### src/rtl/alloc_pkg.sv
package alloc_pkg;
  typedef enum logic [2:0] {
    ST_IDLE, ST_REL, ST_CHECK, ST_SEARCH, ST_GRANT, ST_DONE
  } alloc_state_t;

  localparam logic [7:0] NO_DEMOD = 8'hFF;
endpackage

### src/rtl/alloc_rate_eval.sv
module alloc_rate_eval #(
  parameter int SRW = 32,
  parameter int BPSW = 4,
  parameter int MASKW = 8,
  parameter int BPS_MAX = 3,
  parameter longint unsigned DEMOD_CAP = 64'd258_333_333,
  parameter longint unsigned HALF_MCLK = 64'd64_583_333
) (
  input  logic [SRW-1:0]   sym_rate,
  output logic [BPSW-1:0]  bps,
  output logic [MASKW-1:0] mask,
  output logic             fast,
  output logic [63:0]      share
);
  always_comb begin
    bps = '0;
    for (int b = 1; b <= BPS_MAX; b++) begin
      if (64'(sym_rate) * 64'(b) <= DEMOD_CAP) bps = BPSW'(b);
    end
    if (bps != '0) mask = MASKW'((64'd1 << (bps - 1'b1)) - 64'd1);
    else mask = '0;
    share = 64'(sym_rate) * 64'(bps);
    fast = 64'(sym_rate) > HALF_MCLK;
  end
endmodule

### src/rtl/alloc_ledger_sum.sv
module alloc_ledger_sum #(
  parameter int NUM_CH = 8
) (
  input  logic [63:0] entry [NUM_CH],
  output logic [63:0] total
);
  always_comb begin
    total = '0;
    for (int i = 0; i < NUM_CH; i++) total = total + entry[i];
  end
endmodule

### src/rtl/alloc_tuner_refcnt.sv
module alloc_tuner_refcnt #(
  parameter int NUM_TUNER = 4,
  parameter int NUM_CH = 8,
  parameter int TW = $clog2(NUM_TUNER),
  parameter int CNTW = $clog2(NUM_CH + 1)
) (
  input  logic          clk,
  input  logic          rst_n,
  input  logic          inc_en,
  input  logic [TW-1:0] inc_idx,
  input  logic          dec_en,
  input  logic [TW-1:0] dec_idx,
  output logic          on_valid,
  output logic [TW-1:0] on_idx,
  output logic          off_valid,
  output logic [TW-1:0] off_idx
);
  logic [CNTW-1:0] cnt [NUM_TUNER];
  logic [NUM_TUNER-1:0] idle_t;

  generate
    for (genvar t = 0; t < NUM_TUNER; t++) begin : g_zero
      assign idle_t[t] = (cnt[t] == '0);
    end
  endgenerate

  always_ff @(posedge clk) begin
    if (!rst_n) begin
      for (int t = 0; t < NUM_TUNER; t++) cnt[t] <= '0;
      on_valid <= 1'b0;
      off_valid <= 1'b0;
      on_idx <= '0;
      off_idx <= '0;
    end else begin
      on_valid <= 1'b0;
      off_valid <= 1'b0;
      if (inc_en) begin
        cnt[inc_idx] <= cnt[inc_idx] + 1'b1;
        on_valid <= idle_t[inc_idx];
        on_idx <= inc_idx;
      end
      if (dec_en && !idle_t[dec_idx]) begin
        cnt[dec_idx] <= cnt[dec_idx] - 1'b1;
        off_valid <= (cnt[dec_idx] == CNTW'(1));
        off_idx <= dec_idx;
      end
    end
  end


  on_cnt_chk: assert property (@(posedge clk) disable iff (!rst_n)
    on_valid |-> cnt[on_idx] == CNTW'(1));

  off_cnt_chk: assert property (@(posedge clk) disable iff (!rst_n)
    off_valid |-> cnt[off_idx] == '0);
endmodule

### src/rtl/demod_slot_alloc.sv
module demod_slot_alloc
  import alloc_pkg::*;
#(
  parameter int NUM_CH = 8,
  parameter int NUM_SLOT = 8,
  parameter int NUM_TUNER = 4,
  parameter int SRW = 32,
  parameter int BPSW = 4,
  parameter int MASKW = 8,
  parameter int FAST_START = 3,
  parameter longint unsigned TOTAL_BUDGET = 64'd720_000_000,
  parameter longint unsigned DEMOD_CAP = 64'd258_333_333,
  parameter longint unsigned MASTER_CLK = 64'd129_166_666,
  parameter int CHW = $clog2(NUM_CH),
  parameter int SLOTW = $clog2(NUM_SLOT),
  parameter int TW = $clog2(NUM_TUNER)
) (
  input  logic             clk,
  input  logic             rst_n,
  input  logic             req_valid,
  output logic             req_ready,
  input  logic             req_op,
  input  logic [CHW-1:0]   req_chan,
  input  logic [TW-1:0]    req_tuner,
  input  logic [SRW-1:0]   req_symrate,
  output logic             rsp_valid,
  output logic             rsp_grant,
  output logic             rsp_busy,
  output logic [SLOTW-1:0] rsp_demod,
  output logic [BPSW-1:0]  rsp_bps,
  output logic [MASKW-1:0] rsp_mask,
  output logic             tun_on_valid,
  output logic [TW-1:0]    tun_on_idx,
  output logic             tun_off_valid,
  output logic [TW-1:0]    tun_off_idx
);
  localparam longint unsigned HALF_MCLK = MASTER_CLK / 2;

  alloc_state_t state;
  logic [NUM_SLOT-1:0] in_use;
  logic [63:0] ledger [NUM_CH];
  logic [7:0] assigned [NUM_CH];
  logic [TW-1:0] chan_tun [NUM_CH];

  logic lat_op;
  logic [CHW-1:0] lat_ch;
  logic [TW-1:0] lat_tun;
  logic [SRW-1:0] lat_sr;
  logic [SLOTW-1:0] sidx;

  logic [BPSW-1:0] bps;
  logic [MASKW-1:0] mask;
  logic fast;
  logic [63:0] share;
  logic [63:0] used_total;

  alloc_rate_eval #(
    .SRW(SRW), .BPSW(BPSW), .MASKW(MASKW), .BPS_MAX(3),
    .DEMOD_CAP(DEMOD_CAP), .HALF_MCLK(HALF_MCLK)
  ) u_rate (
    .sym_rate(lat_sr), .bps(bps), .mask(mask), .fast(fast), .share(share)
  );

  alloc_ledger_sum #(.NUM_CH(NUM_CH)) u_sum (
    .entry(ledger), .total(used_total)
  );

  alloc_tuner_refcnt #(.NUM_TUNER(NUM_TUNER), .NUM_CH(NUM_CH), .TW(TW)) u_tun (
    .clk(clk), .rst_n(rst_n),
    .inc_en(state == ST_GRANT), .inc_idx(lat_tun),
    .dec_en(state == ST_REL), .dec_idx(chan_tun[lat_ch]),
    .on_valid(tun_on_valid), .on_idx(tun_on_idx),
    .off_valid(tun_off_valid), .off_idx(tun_off_idx)
  );

  assign req_ready = (state == ST_IDLE);
  assign rsp_valid = (state == ST_DONE);

  always_ff @(posedge clk) begin
    if (!rst_n) begin
      state <= ST_IDLE;
      in_use <= '0;
      for (int i = 0; i < NUM_CH; i++) begin
        ledger[i] <= '0;
        assigned[i] <= NO_DEMOD;
        chan_tun[i] <= '0;
      end
      lat_op <= 1'b0;
      lat_ch <= '0;
      lat_tun <= '0;
      lat_sr <= '0;
      sidx <= '0;
      rsp_grant <= 1'b0;
      rsp_busy <= 1'b0;
      rsp_demod <= '0;
      rsp_bps <= '0;
      rsp_mask <= '0;
    end else begin
      case (state)
        ST_IDLE: if (req_valid) begin
          lat_op <= req_op;
          lat_ch <= req_chan;
          lat_tun <= req_tuner;
          lat_sr <= req_symrate;
          rsp_grant <= 1'b0;
          rsp_busy <= 1'b0;
          if (assigned[req_chan] != NO_DEMOD) state <= ST_REL;
          else if (req_op) state <= ST_DONE;
          else state <= ST_CHECK;
        end
        ST_REL: begin
          in_use[assigned[lat_ch][SLOTW-1:0]] <= 1'b0;
          ledger[lat_ch] <= '0;
          assigned[lat_ch] <= NO_DEMOD;
          state <= lat_op ? ST_DONE : ST_CHECK;
        end
        ST_CHECK: begin
          if (used_total >= TOTAL_BUDGET || bps < BPSW'(2)) begin
            rsp_busy <= 1'b1;
            state <= ST_DONE;
          end else begin
            sidx <= fast ? SLOTW'(FAST_START) : SLOTW'(NUM_SLOT - 1);
            state <= ST_SEARCH;
          end
        end
        ST_SEARCH: begin
          if (!in_use[sidx]) state <= ST_GRANT;
          else if (sidx == '0) begin
            rsp_busy <= 1'b1;
            state <= ST_DONE;
          end else sidx <= sidx - 1'b1;
        end
        ST_GRANT: begin
          in_use[sidx] <= 1'b1;
          ledger[lat_ch] <= share;
          assigned[lat_ch] <= 8'(sidx);
          chan_tun[lat_ch] <= lat_tun;
          rsp_grant <= 1'b1;
          rsp_demod <= sidx;
          rsp_bps <= bps;
          rsp_mask <= mask;
          state <= ST_DONE;
        end
        default: state <= ST_IDLE;
      endcase
    end
  end


  rsp_pulse_chk: assert property (@(posedge clk) disable iff (!rst_n)
    rsp_valid |=> !rsp_valid);

  grant_bps_chk: assert property (@(posedge clk) disable iff (!rst_n)
    rsp_valid && rsp_grant |-> rsp_bps >= BPSW'(2));

  fast_slot_chk: assert property (@(posedge clk) disable iff (!rst_n)
    rsp_valid && rsp_grant && fast |-> rsp_demod <= SLOTW'(FAST_START));

  grant_free_chk: assert property (@(posedge clk) disable iff (!rst_n)
    state == ST_GRANT |-> !in_use[sidx]);

  rel_held_chk: assert property (@(posedge clk) disable iff (!rst_n)
    state == ST_REL |-> assigned[lat_ch] != NO_DEMOD);
endmodule

### config.mk
export PLATFORM = sky130hd
export DESIGN_NAME = demod_slot_alloc
export DESIGN_NICKNAME = d
export VERILOG_FILES = /design/src/rtl/alloc_pkg.sv /design/src/rtl/alloc_rate_eval.sv /design/src/rtl/alloc_ledger_sum.sv /design/src/rtl/alloc_tuner_refcnt.sv /design/src/rtl/demod_slot_alloc.sv
export SDC_FILE = /design/constraint.sdc
export NUM_CORES = 2
export LEC_CHECK = 0
export BUFFER_PORTS_ARGS = -buffer_cell sky130_fd_sc_hd__buf_2
export CORE_UTILIZATION = 40
export CTS_CLUSTER_SIZE = 30
export DETAILED_ROUTE_END_ITERATION = 10
export SLEW_MARGIN = 40
export SYNTH_ARGS = -nofsm -noshare
export SYNTH_HDL_FRONTEND = slang
export SYNTH_HIERARCHICAL = 1
export SYNTH_SLANG_ARGS = --single-unit
### constraint.sdc
create_clock -name clk -period 16.5 [get_ports clk]
set_input_delay 1.65 -clock clk [delete_from_list [all_inputs] [get_ports clk]]
set_output_delay 1.65 -clock clk [all_outputs]
set_load 0.05 [all_outputs]
==> flow_metrics.env <==
export IMPL_rrSetupSlack_ps=8410
export IMPL_power_mw=5.30
export IMPL_cts_tree="done"
export IMPL_slew_headroom_pct=40.2
export IMPL_num_rows=120
export IMPL_max_cap_violations=0
export IMPL_cp_start_kind="register"
export IMPL_dp_hpwl_um=78600
export IMPL_place_gp_congestion=0.894
export IMPL_leakage_nw=20.4
export IMPL_grt_pass1_wl_um=184000
export IMPL_numCtsBuffers=77
export IMPL_cp_startpoint="lat_sr[1]"
export IMPL_clkTransAtPathRegs_ps=60
export IMPL_required_ps=17080
export IMPL_grt_pass1_vias=32000
export IMPL_powerDensity_nw_per_um2=112
export IMPL_die_area_sq_um=110000
export IMPL_reg2regPathDepth=25
export IMPL_max_stage_delay_ps=570
export IMPL_fillers=10300
export IMPL_wirelength_um=114000
export IMPL_whs_ps=449
export IMPL_hp_class="register to register"
export IMPL_holdPathEnd="rsp_mask[6]"
export IMPL_antenna_found_initial=0
export IMPL_syn_cell_area_sq_um=43300
export IMPL_syn_avg_cell_area_sq_um=9.53
export IMPL_grt_overflow_total=0
export IMPL_synthToLayoutAreaGrowth_pct=9.05
export IMPL_layout_commonest_cell="inv_1"
export IMPL_synthesis_instances=4550
export IMPL_firstDrtPassIters=6
export IMPL_r2r_end="ledger[352]"
export IMPL_hold_path_depth=2
export IMPL_antennaDiodeCount=0
export IMPL_route_detailed_drc=0
export IMPL_drv_slew=0
export IMPL_min_period_ps=8090
export IMPL_peakVddDrop_mv=0.127
export IMPL_crit_buf_inv=2
export IMPL_track_usage_pct=21.2
export IMPL_worstMarginPinSlew_ps=890
export IMPL_fin_crit_sh_pct=49.0
export IMPL_status="finished clean"
export IMPL_htreeDepth=3
export IMPL_ioPinCount=66
export IMPL_cts_num_sinks=654
export IMPL_rsz0062_at_grt="false"
export IMPL_cts_buffer_depth=3
export IMPL_dr_first_iter_drc_count=2259
export IMPL_cts_resized=0
export IMPL_detail_route_antenna_nets=0
export IMPL_skew_ps=35.0
export IMPL_vias=31700
export IMPL_critPathKind="register to register"
export IMPL_crit_fanout=68
export IMPL_drt_wirelength_per_cell_um=19.3
export IMPL_finalSetupTns_ps=0
export IMPL_setup_viol=0
export IMPL_start_util_pct=40.4
export IMPL_root_buffer="clkbuf_16"
export IMPL_place_ws_ps=8550
export IMPL_setup_ws_ps=8410
export IMPL_critPathCaptureType="register"
export IMPL_num_nets_final=5072
export IMPL_final_cell_mix="inv_1 (960), dfxtp_1 (590), a22o_1 (512), fa_1 (377), nand2_1 (256)"
export IMPL_post_cts_buffers=0
export IMPL_grt_max_degree=70
export IMPL_layout_drive_gt1_share_pct=9.69
export IMPL_critPathSlowestCell="buf_6"
export IMPL_io_buffers=65
export IMPL_via_per_inst=5.35
export IMPL_clk_insertion_delay_late_ps=660
export IMPL_crit_family="compound AO/OA/AOI/OAI gates"
export IMPL_holdBufCountCts=0
export IMPL_die_w_um=331
export IMPL_hold_start="rsp_mask[6]"
export IMPL_r2r_start="lat_sr[1]"
export IMPL_final_hold_violation_count=0
export IMPL_die_y_um=331
export IMPL_fp_coreArea_sq_um=107000
export IMPL_worstPathArrival_ps=8670
export IMPL_fmax_ghz=0.124
export IMPL_synth_warnings=6
==> worst max path at each step <==
stage	end	slack [ps]	cells after the start
6_report	ledger[352]	8410	25
5_1_grt	ledger[352]	7700	25
4_1_cts	ledger[476]	8470	24
3_5_place_dp	ledger[476]	8550	24
3_3_place_gp	ledger[480]	8550	25
2_1_floorplan	ledger[160]	9990	27
==> power breakdown <==
group          switching (mW)  leakage (nW)  total [mW]  internal [mW]
combinational            1.23          13.9        1.78          0.549
clock                   0.710          1.25        1.74           1.03
sequential             0.0922          5.31        1.79           1.69
==> layer usage <==
| layer | global-route usage (%) | share of wire, % | vias to the layer above |
|---|---|---|---|
| li1 | - | - | 14900 |
| met2 | 34.5 | 46 | 795 |
| met5 | 0 | 0 | - |
| met4 | 5.24 | 2.2 | 0 |
| met1 | 30.0 | 47 | 15800 |
| met3 | 2.52 | 4.7 | 155 |
==> worst min-delay path, stage by stage (launching register included) <==
cell and delay (ps):
dfxtp_1 300, nand2_1 50, a21oi_1 50
==> registers in the layout, summed over array words and instances, names as in the netlist, 3 cells and up, named ones only <==
signal / cells
assigned: 32
chan_tun: 16
in_use: 8
lat_ch: 3
lat_sr: 32
ledger: 512
rsp_bps: 4
rsp_demod: 3
rsp_mask: 8
sidx: 3
state: 3
u_tun/cnt: 16
==> area by class of cell <==
cell class                 count  area [sq um]  area share [%]
multi-input combinational   2640         24800            52.4
sequential                   654         13700            29.1
inverter                     981          3680            7.79
clock buffer                 119          2310            4.88
tap                         1403          1760            3.71
timing repair buffer         107           757            1.60
clock inverter                18           260           0.551
==> per-stage QoR <==
step           utilization, %  cells  instance area, sq um
6_report                 44.1   5922                 47300
5_1_grt                  44.1   5922                 47300
4_1_cts                  44.0   5922                 47200
3_5_place_dp             41.6   5785                 44600
3_3_place_gp             41.4   5778                 44400
2_1_floorplan               -   4587                 43500
(Power assumes the default switching activity.)
